===== src/rtl/cpr_pkg.sv =====
// Shared types for the cluster power reference controller.
// Assumes a two-bit request op code on the block's port.
package cpr_pkg;

    typedef enum logic [1:0] {
        OP_BOOT = 2'd0,
        OP_DIE  = 2'd1,
        OP_KILL = 2'd2,
        OP_NONE = 2'd3
    } cpr_op_e;

    typedef enum logic [3:0] {
        S_IDLE,
        S_CU_HOLD,
        S_CU_OPEN,
        S_CU_WAIT,
        S_CU_JOIN,
        S_CO_HOLD,
        S_CO_OPEN,
        S_CO_WAIT,
        S_KP,
        S_KD_GATE,
        S_KD_WAIT,
        S_KL,
        S_KC_ISO,
        S_KC_GATE,
        S_KC_WAIT
    } cpr_state_e;

endpackage


===== src/rtl/cpr_countdown.sv =====
// Down-counter shared by settle waits and poll intervals.
// Assumes the loaded value is one less than the wanted cycle count;
// zero is high once the count has run out.
module cpr_countdown #(
    parameter int W = 5
) (
    input  logic         clk,
    input  logic         rst_n,
    input  logic         load,
    input  logic [W-1:0] val,
    output logic         zero
);

    logic [W-1:0] cnt;

    // Load on request, otherwise count down to zero and hold there.
    always_ff @(posedge clk) begin
        if (!rst_n)
            cnt <= '0;
        else if (load)
            cnt <= val;
        else if (cnt != '0)
            cnt <= cnt - 1'b1;
    end

    assign zero = (cnt == '0);

endmodule


===== src/rtl/cpr_count_bank.sv =====
// Per-core presence counters with per-cluster emptiness flags.
// Assumes at most one increment or decrement per cycle, both aimed at idx.
// Counts saturate at the top and never go below zero.
module cpr_count_bank #(
    parameter int N_CLUST  = 2,
    parameter int N_CORE   = 4,
    parameter int CNT_W    = 2,
    parameter int BOOT_CPU = 0,
    localparam int N_CPU   = N_CLUST * N_CORE,
    localparam int ID_W    = $clog2(N_CPU)
) (
    input  logic                   clk,
    input  logic                   rst_n,
    input  logic                   inc,
    input  logic                   dec,
    input  logic [ID_W-1:0]        idx,
    output logic [N_CPU*CNT_W-1:0] cnt_flat,
    output logic [N_CLUST-1:0]     cl_zero
);

    localparam logic [CNT_W-1:0] CNT_MAX = '1;

    for (genvar i = 0; i < N_CPU; i++) begin : g_cnt
        logic [CNT_W-1:0] cnt;
        logic             hit;

        assign hit = (int'(idx) == i);

        // Presence count of core i: boot core starts at one.
        always_ff @(posedge clk) begin
            if (!rst_n)
                cnt <= (i == BOOT_CPU) ? CNT_W'(1) : '0;
            else if (hit && inc && cnt != CNT_MAX)
                cnt <= cnt + 1'b1;
            else if (hit && dec && cnt != '0)
                cnt <= cnt - 1'b1;
        end

        assign cnt_flat[i*CNT_W +: CNT_W] = cnt;

        p_cnt_sat_r2 : assert property (@(posedge clk) disable iff (!rst_n)
            (hit && inc && cnt == CNT_MAX) |=> (cnt == CNT_MAX));

        p_no_underflow_r6 : assert property (@(posedge clk) disable iff (!rst_n)
            (hit && dec && cnt == '0) |=> (cnt == '0));
    end

    for (genvar c = 0; c < N_CLUST; c++) begin : g_zero
        assign cl_zero[c] = ~|cnt_flat[c*N_CORE*CNT_W +: N_CORE*CNT_W];
    end

endmodule


===== src/rtl/cpr_sequencer.sv =====
// Request sequencer: accepts one boot, die or kill request at a time and
// drives the cluster and core power controls in a fixed order.
// Assumes N_CORE and N_CLUST are powers of two, so that a core index splits
// into cluster and core fields, and that CNT_W is at least 2.
module cpr_sequencer
    import cpr_pkg::*;
#(
    parameter int N_CLUST    = 2,
    parameter int N_CORE     = 4,
    parameter int CNT_W      = 2,
    parameter int SETTLE_CYC = 20,
    parameter int POLL_CYC   = 10,
    parameter int POLL_LIMIT = 1000,
    parameter int BOOT_CPU   = 0,
    parameter int TMR_W      = 5,
    localparam int N_CPU     = N_CLUST * N_CORE,
    localparam int ID_W      = $clog2(N_CPU),
    localparam int CORE_W    = $clog2(N_CORE),
    localparam int TRY_W     = $clog2(POLL_LIMIT + 1)
) (
    input  logic                   clk,
    input  logic                   rst_n,
    input  logic                   req_valid,
    input  logic [1:0]             req_op,
    input  logic [ID_W-1:0]        req_cpu,
    input  logic [N_CPU-1:0]       core_wfi,
    input  logic [N_CLUST-1:0]     l2_wfi,
    input  logic [N_CPU*CNT_W-1:0] cnt_flat,
    input  logic [N_CLUST-1:0]     cl_zero,
    input  logic                   tmr_zero,
    output logic                   tmr_load,
    output logic [TMR_W-1:0]       tmr_val,
    output logic                   cnt_inc,
    output logic                   cnt_dec,
    output logic [ID_W-1:0]        cnt_idx,
    output logic                   req_ready,
    output logic                   done,
    output logic                   done_ok,
    output logic                   die_abort,
    output logic                   die_error,
    output logic                   first_comer,
    output logic [N_CLUST-1:0]     cl_isolate,
    output logic [N_CLUST-1:0]     cl_gate,
    output logic [N_CLUST-1:0]     cl_rst_n,
    output logic [N_CPU-1:0]       core_gate,
    output logic [N_CPU-1:0]       core_por_n
);

    localparam int                 BOOT_CL = BOOT_CPU / N_CORE;
    localparam logic [TMR_W-1:0]   SET_V   = TMR_W'(SETTLE_CYC - 1);
    localparam logic [TMR_W-1:0]   POLL_V  = TMR_W'(POLL_CYC - 1);
    localparam logic [TRY_W-1:0]   LAST_T  = TRY_W'(POLL_LIMIT - 1);

    cpr_state_e       st, nxt;
    cpr_op_e          op;
    logic [ID_W-1:0]  tgt;
    logic [TRY_W-1:0] tries;
    logic [CNT_W-1:0] req_cnt, tgt_cnt;
    int               req_cl, tgt_cl;
    logic             last_try;
    logic             seen;

    assign op       = cpr_op_e'(req_op);
    assign req_cl   = int'(req_cpu) >> CORE_W;
    assign tgt_cl   = int'(tgt) >> CORE_W;
    assign req_cnt  = cnt_flat[int'(req_cpu)*CNT_W +: CNT_W];
    assign tgt_cnt  = cnt_flat[int'(tgt)*CNT_W +: CNT_W];
    assign last_try = (tries == LAST_T);
    assign req_ready = (st == S_IDLE);

    // Next state, timer loads and counter strobes.
    always_comb begin
        nxt      = st;
        tmr_load = 1'b0;
        tmr_val  = '0;
        cnt_inc  = 1'b0;
        cnt_dec  = 1'b0;
        cnt_idx  = tgt;
        unique case (st)
            S_IDLE: begin
                cnt_idx = req_cpu;
                if (req_valid) begin
                    case (op)
                        OP_BOOT: begin
                            if (req_cnt != '0)
                                cnt_inc = 1'b1;
                            else
                                nxt = cl_zero[req_cl] ? S_CU_HOLD : S_CO_HOLD;
                        end
                        OP_DIE:  cnt_dec = (req_cnt != '0);
                        OP_KILL: begin
                            nxt      = S_KP;
                            tmr_load = 1'b1;
                            tmr_val  = POLL_V;
                        end
                        default: ;
                    endcase
                end
            end
            S_CU_HOLD: nxt = S_CU_OPEN;
            S_CU_OPEN: begin
                tmr_load = 1'b1;
                tmr_val  = SET_V;
                nxt      = S_CU_WAIT;
            end
            S_CU_WAIT: if (tmr_zero) nxt = S_CU_JOIN;
            S_CU_JOIN: nxt = S_CO_HOLD;
            S_CO_HOLD: nxt = S_CO_OPEN;
            S_CO_OPEN: begin
                tmr_load = 1'b1;
                tmr_val  = SET_V;
                nxt      = S_CO_WAIT;
            end
            S_CO_WAIT: begin
                if (tmr_zero) begin
                    cnt_inc = 1'b1;
                    nxt     = S_IDLE;
                end
            end
            S_KP: begin
                if (tmr_zero) begin
                    if (tgt_cnt == '0 && core_wfi[tgt])
                        nxt = S_KD_GATE;
                    else if (last_try)
                        nxt = S_IDLE;
                    else begin
                        tmr_load = 1'b1;
                        tmr_val  = POLL_V;
                    end
                end
            end
            S_KD_GATE: begin
                tmr_load = 1'b1;
                tmr_val  = SET_V;
                nxt      = S_KD_WAIT;
            end
            S_KD_WAIT: begin
                if (tmr_zero) begin
                    if (cl_zero[tgt_cl]) begin
                        nxt      = S_KL;
                        tmr_load = 1'b1;
                        tmr_val  = POLL_V;
                    end else
                        nxt = S_IDLE;
                end
            end
            S_KL: begin
                if (tmr_zero) begin
                    if (l2_wfi[tgt_cl])
                        nxt = S_KC_ISO;
                    else if (last_try)
                        nxt = S_IDLE;
                    else begin
                        tmr_load = 1'b1;
                        tmr_val  = POLL_V;
                    end
                end
            end
            S_KC_ISO:  nxt = S_KC_GATE;
            S_KC_GATE: begin
                tmr_load = 1'b1;
                tmr_val  = SET_V;
                nxt      = S_KC_WAIT;
            end
            S_KC_WAIT: if (tmr_zero) nxt = S_IDLE;
            default:   nxt = S_IDLE;
        endcase
    end

    // State, target, poll count, result pulses and power control registers.
    always_ff @(posedge clk) begin
        if (!rst_n) begin
            st          <= S_IDLE;
            tgt         <= '0;
            tries       <= '0;
            done        <= 1'b0;
            done_ok     <= 1'b0;
            die_abort   <= 1'b0;
            die_error   <= 1'b0;
            first_comer <= 1'b0;
            for (int c = 0; c < N_CLUST; c++) begin
                cl_isolate[c] <= (c != BOOT_CL);
                cl_gate[c]    <= (c != BOOT_CL);
                cl_rst_n[c]   <= (c == BOOT_CL);
            end
            for (int i = 0; i < N_CPU; i++) begin
                core_gate[i]  <= (i != BOOT_CPU);
                core_por_n[i] <= (i == BOOT_CPU);
            end
        end else begin
            st        <= nxt;
            done      <= 1'b0;
            done_ok   <= 1'b0;
            die_abort <= 1'b0;
            die_error <= 1'b0;
            if (st != S_IDLE && nxt == S_IDLE) begin
                done    <= 1'b1;
                done_ok <= (st != S_KP);
            end
            unique case (st)
                S_IDLE: begin
                    if (req_valid) begin
                        tgt   <= req_cpu;
                        tries <= '0;
                        if (op == OP_BOOT) begin
                            first_comer <= cl_zero[req_cl];
                            if (req_cnt != '0) begin
                                done    <= 1'b1;
                                done_ok <= 1'b1;
                            end
                        end
                        if (op == OP_DIE) begin
                            done      <= 1'b1;
                            done_ok   <= (req_cnt != '0);
                            die_abort <= (req_cnt == CNT_W'(2));
                            die_error <= (req_cnt == '0) || (req_cnt > CNT_W'(2));
                        end
                    end
                end
                S_CU_HOLD: begin
                    cl_isolate[tgt_cl] <= 1'b1;
                    cl_rst_n[tgt_cl]   <= 1'b0;
                    core_por_n[tgt_cl*N_CORE +: N_CORE] <= '0;
                end
                S_CU_OPEN: cl_gate[tgt_cl] <= 1'b0;
                S_CU_WAIT: if (tmr_zero) cl_rst_n[tgt_cl] <= 1'b1;
                S_CU_JOIN: cl_isolate[tgt_cl] <= 1'b0;
                S_CO_HOLD: core_por_n[tgt] <= 1'b0;
                S_CO_OPEN: core_gate[tgt] <= 1'b0;
                S_CO_WAIT: if (tmr_zero) core_por_n[tgt] <= 1'b1;
                S_KP:      if (tmr_zero) tries <= tries + 1'b1;
                S_KD_GATE: core_gate[tgt] <= 1'b1;
                S_KD_WAIT: if (tmr_zero) tries <= '0;
                S_KL:      if (tmr_zero) tries <= tries + 1'b1;
                S_KC_ISO: begin
                    cl_isolate[tgt_cl] <= 1'b1;
                    cl_rst_n[tgt_cl]   <= 1'b0;
                end
                S_KC_GATE: cl_gate[tgt_cl] <= 1'b1;
                default: ;
            endcase
        end
    end

    // Marks the first cycle that has a reset-time history behind it.
    always_ff @(posedge clk) begin
        if (!rst_n) seen <= 1'b0;
        else        seen <= 1'b1;
    end

    for (genvar c = 0; c < N_CLUST; c++) begin : g_cl_chk
        p_rst_rel_gated_r4 : assert property (@(posedge clk) disable iff (!rst_n || !seen)
            $rose(cl_rst_n[c]) |-> (!cl_gate[c] && cl_isolate[c]));
        p_iso_rel_last_r4 : assert property (@(posedge clk) disable iff (!rst_n || !seen)
            $fell(cl_isolate[c]) |-> (cl_rst_n[c] && !cl_gate[c]));
        p_gate_after_rst_r9 : assert property (@(posedge clk) disable iff (!rst_n || !seen)
            $rose(cl_gate[c]) |-> (!cl_rst_n[c] && cl_isolate[c]));
    end

    for (genvar i = 0; i < N_CPU; i++) begin : g_core_chk
        p_core_open_r5 : assert property (@(posedge clk) disable iff (!rst_n || !seen)
            $fell(core_gate[i]) |-> (!core_por_n[i] && !cl_gate[i / N_CORE]));
        p_por_rel_r5 : assert property (@(posedge clk) disable iff (!rst_n || !seen)
            $rose(core_por_n[i]) |-> !core_gate[i]);
    end

    p_done_idle_r11 : assert property (@(posedge clk) disable iff (!rst_n)
        done |-> req_ready);

    p_die_excl_r6 : assert property (@(posedge clk) disable iff (!rst_n)
        !(die_abort && die_error));

    p_die_done_r6 : assert property (@(posedge clk) disable iff (!rst_n)
        (die_abort || die_error) |-> done);

endmodule


===== src/rtl/cluster_pwr_ref_ctrl.sv =====
// Cluster power reference controller top: joins the presence counters,
// the shared countdown timer and the request sequencer.
// Assumes N_CLUST and N_CORE are powers of two and CNT_W is at least 2.
module cluster_pwr_ref_ctrl #(
    parameter int N_CLUST    = 2,
    parameter int N_CORE     = 4,
    parameter int CNT_W      = 2,
    parameter int SETTLE_CYC = 20,
    parameter int POLL_CYC   = 10,
    parameter int POLL_LIMIT = 1000,
    parameter int BOOT_CPU   = 0,
    localparam int N_CPU     = N_CLUST * N_CORE,
    localparam int ID_W      = $clog2(N_CPU),
    localparam int TMR_MAX   = (SETTLE_CYC > POLL_CYC) ? SETTLE_CYC : POLL_CYC,
    localparam int TMR_W     = $clog2(TMR_MAX + 1)
) (
    input  logic                   clk,
    input  logic                   rst_n,
    input  logic                   req_valid,
    input  logic [1:0]             req_op,
    input  logic [ID_W-1:0]        req_cpu,
    output logic                   req_ready,
    input  logic [N_CPU-1:0]       core_wfi,
    input  logic [N_CLUST-1:0]     l2_wfi,
    output logic                   done,
    output logic                   done_ok,
    output logic                   die_abort,
    output logic                   die_error,
    output logic                   first_comer,
    output logic [N_CLUST-1:0]     cl_isolate,
    output logic [N_CLUST-1:0]     cl_gate,
    output logic [N_CLUST-1:0]     cl_rst_n,
    output logic [N_CPU-1:0]       core_gate,
    output logic [N_CPU-1:0]       core_por_n,
    output logic [N_CPU*CNT_W-1:0] core_cnt
);

    logic               tmr_load, tmr_zero;
    logic [TMR_W-1:0]   tmr_val;
    logic               cnt_inc, cnt_dec;
    logic [ID_W-1:0]    cnt_idx;
    logic [N_CLUST-1:0] cl_zero;

    cpr_count_bank #(
        .N_CLUST (N_CLUST),
        .N_CORE  (N_CORE),
        .CNT_W   (CNT_W),
        .BOOT_CPU(BOOT_CPU)
    ) u_bank (
        .clk     (clk),
        .rst_n   (rst_n),
        .inc     (cnt_inc),
        .dec     (cnt_dec),
        .idx     (cnt_idx),
        .cnt_flat(core_cnt),
        .cl_zero (cl_zero)
    );

    cpr_countdown #(
        .W(TMR_W)
    ) u_tmr (
        .clk  (clk),
        .rst_n(rst_n),
        .load (tmr_load),
        .val  (tmr_val),
        .zero (tmr_zero)
    );

    cpr_sequencer #(
        .N_CLUST   (N_CLUST),
        .N_CORE    (N_CORE),
        .CNT_W     (CNT_W),
        .SETTLE_CYC(SETTLE_CYC),
        .POLL_CYC  (POLL_CYC),
        .POLL_LIMIT(POLL_LIMIT),
        .BOOT_CPU  (BOOT_CPU),
        .TMR_W     (TMR_W)
    ) u_seq (
        .clk        (clk),
        .rst_n      (rst_n),
        .req_valid  (req_valid),
        .req_op     (req_op),
        .req_cpu    (req_cpu),
        .core_wfi   (core_wfi),
        .l2_wfi     (l2_wfi),
        .cnt_flat   (core_cnt),
        .cl_zero    (cl_zero),
        .tmr_zero   (tmr_zero),
        .tmr_load   (tmr_load),
        .tmr_val    (tmr_val),
        .cnt_inc    (cnt_inc),
        .cnt_dec    (cnt_dec),
        .cnt_idx    (cnt_idx),
        .req_ready  (req_ready),
        .done       (done),
        .done_ok    (done_ok),
        .die_abort  (die_abort),
        .die_error  (die_error),
        .first_comer(first_comer),
        .cl_isolate (cl_isolate),
        .cl_gate    (cl_gate),
        .cl_rst_n   (cl_rst_n),
        .core_gate  (core_gate),
        .core_por_n (core_por_n)
    );

endmodule


===== config.mk =====
export PLATFORM = sky130hd
export DESIGN_NAME = cluster_pwr_ref_ctrl
export DESIGN_NICKNAME = d
export VERILOG_FILES = /design/src/rtl/cpr_pkg.sv /design/src/rtl/cpr_countdown.sv /design/src/rtl/cpr_count_bank.sv /design/src/rtl/cpr_sequencer.sv /design/src/rtl/cluster_pwr_ref_ctrl.sv
export SDC_FILE = /design/constraint.sdc
export NUM_CORES = 1
export LEC_CHECK = 0
export BUFFER_PORTS_ARGS = -buffer_cell sky130_fd_sc_hd__buf_2
export CAP_MARGIN = 15
export CORE_AREA = 2 2 87 89
export CTS_CLUSTER_SIZE = 8
export DETAILED_ROUTE_END_ITERATION = 10
export DIE_AREA = 0 0 89 91
export PLACE_DENSITY = 0.86
export SLEW_MARGIN = 20
export SYNTH_ARGS = -nofsm -noshare
export SYNTH_HDL_FRONTEND = slang
export SYNTH_SLANG_ARGS = --single-unit

===== constraint.sdc =====
create_clock -name clk -period 4.7 [get_ports clk]
set_input_delay 1.41 -clock clk [delete_from_list [all_inputs] [get_ports clk]]
set_output_delay 1.41 -clock clk [all_outputs]
set_load 0.01 [all_outputs]

==> summary.txt <==
Status
  • Status: finished, final reports clean

Finish
  • Combined area of the multi-input logic cells: 2531 um^2
  • Share of cells above drive strength 1: 19.49%
  • Reg area: 1301 um^2
  • ANT cells: 0
  • # fillers: 653
  • Area growth, synth to finish: 11.96%
  • Non-Filler Instances: 643
  • Nets: 562

Placed design
  • Routability cong.: 0.9728
  • Port Buf Inserts: 61
  • Placed cell count: 627
  • Post-DP HPWL: 7806 um

Clocking
  • Clk_lat worst skew: 0.34 ns
  • Root buffer cell: clkbuf_8
  • Resized Gates After CTS: 0
  • Postcts setup bufs: 0
  • Post-CTS Hold Fix Bufs: 0
  • CTS tree: built
  • Sink Count: 65
  • Worst-path clk slew: 0.08 ns
  • Maximum root-to-sink buffer count: 2
  • H-tree levels: 3
  • CTS Buf Count: 9

STA
  • Fin crit share: 75.26%
  • Fmax: 282.7 MHz
  • Unrepaired setup endpoints after global routing: false
  • Tmin final: 3.537 ns
  • Final Hold Fails: 0
  • Final setup violation count: 0
  • Skew final: 0.01018 ns
  • Slew margin rel.: 44.39%
  • Final Max Slew Viols: 0
  • Worst Max-Slew Pin Slew: 0.8270 ns
  • TNS Setup: 0 ns

Floorplan
  • Die area: 8099 um^2
  • Die width: 89 um
  • Core box area: 7137 um^2
  • Die Ht: 91 um
  • Initial core utilization: 56.31%
  • I/O Pins: 62
  • FP Rows: 31

Logic synthesis
  • Post-synthesis cell count: 501
  • Synth Area in XOR/XNOR: 2.179%
  • Combinational family with the most area after synthesis: simple AND/OR/NAND/NOR gates
  • Share of the synthesized area in the top cell type: 32.38%
  • Synth area leader: dfxtp_1
  • Yosys cell types: 70
  • Compound-Gate Fraction of Synth Area: 22.29%
  • Top post-synthesis cells by area: dfxtp_1, o21ai_0, nor2_1, mux4_2, a21oi_1
  • Synthesized flop and latch total: 65
  • Adder-cell share of the synthesized area: 1.557%
  • Synthesized cell area: 4019 um^2
  • Post-Synth Simple-Gate Area: 28.74%
  • Asr flop ratio synth: 0%
  • Syn avg cell area: 8.022 um^2
  • Seq/Total Area, Yosys: 32.38%
  • Syn nets: 524
  • Most used DFF post-synth: dfxtp_1
  • Number of synthesized flops with an enable pin: 0
  • YS warnings: 0
  • Mux share of post-synthesis cell area: 7.846%

Setup path
  • Worst R2R End: u_seq.done
  • Reg-to-reg setup timing slack: 1.71 ns
  • FF-to-FF path depth: 6
  • Reg2reg start: u_seq.st[1]
  • CP endpoint kind: output port
  • Worst EP required: 3.29 ns
  • Crit Path Max Fanout: 25
  • Crit Path Class: reg2out
  • Startpoint Class: flip-flop
  • Worst Path Arrival: 2.13 ns

Detailed routing
  • Vias post-DR: 4047
  • Post-Route WL: 10970 um
  • DRC errors left: 0
  • DR pass1 iterations: 5
  • Vias/cell: 6.294
  • Final ANT Viol Nets: 0
  • WL/cell: 17.07 um
  • DRT iter0 DRCs: 361

Min path
  • Hold path endpoint: u_seq.core_por_n[5]
  • Worst Hold Depth: 2
  • HP Start: u_seq.core_por_n[5]
  • Hold crit path type: reg2reg

Power and ir drop
  • Maximum vdd drop: 0.2426 mV
  • Leak: 0.001643 uW
  • Pwr/cell area: 476.5 nW/um^2

Global route
  • Vias in the first global route: 3622
  • Largest net degree at the start of global routing: 40
  • GRT overflow: 0
  • Initial antenna violation count: 0
  • First-pass GRT wire length: 17750 um
  • GRT Total Usage: 27.62%

Job
  • Max Cap Viol: 0
-- per-stage QoR --
| stage | util [%] | power, uW | setup WS [ns] | hold WS, ns | cell area (um^2) |
|---|---|---|---|---|---|
| 6_report | 63.04 | 2144 | 1.163 | 0.4735 | 4499 |
| 5_1_grt | 63.04 | 2272 | 0.9769 | 0.4902 | 4499 |
| 4_1_cts | 62.92 | 2121 | 1.200 | 0.4709 | 4491 |
| 3_5_place_dp | 60.27 | 1656 | 0.8678 | 0.4608 | 4302 |
| 3_3_place_gp | 60.27 | 1628 | 0.9484 | 0.4390 | 4302 |
| 2_1_floorplan | - | 1486 | 0.9337 | 0.4761 | 4019 |
-- cells by family after synthesis --
family / after synthesis
AO/OA/AOI/OAI: 136
XOR/XNOR: 10
adder cells (fa/ha/maj): 5
buffers and inverters: 45
flip-flops: 65
multiplexers: 22
AND/OR/NAND/NOR: 218
-- metal layers --
metal	share of wire [%]	wire length (um)	track usage, %
met3	7.2	789	5.545
met2	48	5284	43.78
met1	42	4588	36.97
met5	0	0	0
met4	2.8	311	9.950
-- final cells by class --
cell class	instances	area share (%)
multi-input cells	391	56.26
flip-flops and latches	65	28.92
repair buffers	63	7.119
clock buffers	13	3.309
well taps	99	2.753
clock inverters	3	0.8899
inverters	9	0.7508
-- synthesized netlist by cell type, types with 4 or more instances --
cell type	count
ha_1	5
buf_2	5
nor2_1	49
a211oi_1	6
o21ai_0	39
nor2b_1	15
nor4_1	11
and2_1	4
o211ai_1	9
nor3_1	30
nand3_1	22
o21a_1	7
clkbuf_1	24
mux2i_1	9
dfxtp_1	65
inv_1	8
nand2b_1	9
mux4_2	7
nand2_1	40
a22oi_1	7
nand4_1	6
a31oi_1	4
xnor2_1	9
and3_1	4
a21oi_1	31
mux2_2	6
-- worst max-delay path, cell delays in order, from the launching register on --
cell,delay (ns)
dfxtp_1,0.54
or4_4,0.65
inv_2,0.37
buf_2,0.22
-- cells in the final DEF (no fill, tap or decap), drive strengths merged, types with 9 or more instances in the layout --
master	instances
o21ai	41
nand2	40
a21oi	33
nor2	49
nor4	12
nand3	23
mux2i	9
nor2b	15
xnor2	9
o211ai	9
clkbuf	13
inv	9
nand2b	9
buf	63
dfxtp	65
nor3	31
-- power breakdown --
group	internal, uW	total [uW]	switching (uW)
Clock	259	468	210
Combinational	361	918	558
Sequential	615	757	142
Total	1230	2140	910
-- worst max-delay path by stage --
stage          depth (start not counted)                     end  slack [ns]        start
5_1_grt                                9  u_bank.g_cnt[7].cnt[0]        0.98   req_cpu[0]
2_1_floorplan                         10  u_bank.g_cnt[2].cnt[0]        0.93   req_cpu[0]
3_5_place_dp                           8  u_bank.g_cnt[4].cnt[0]        0.87   req_cpu[0]
3_3_place_gp                           9  u_bank.g_cnt[7].cnt[0]        0.95   req_cpu[0]
6_report                               3               req_ready        1.16  u_seq.st[1]
4_1_cts                                3               req_ready        1.20  u_seq.st[1]
No activity file was read; power rests on OpenSTA's default activity.
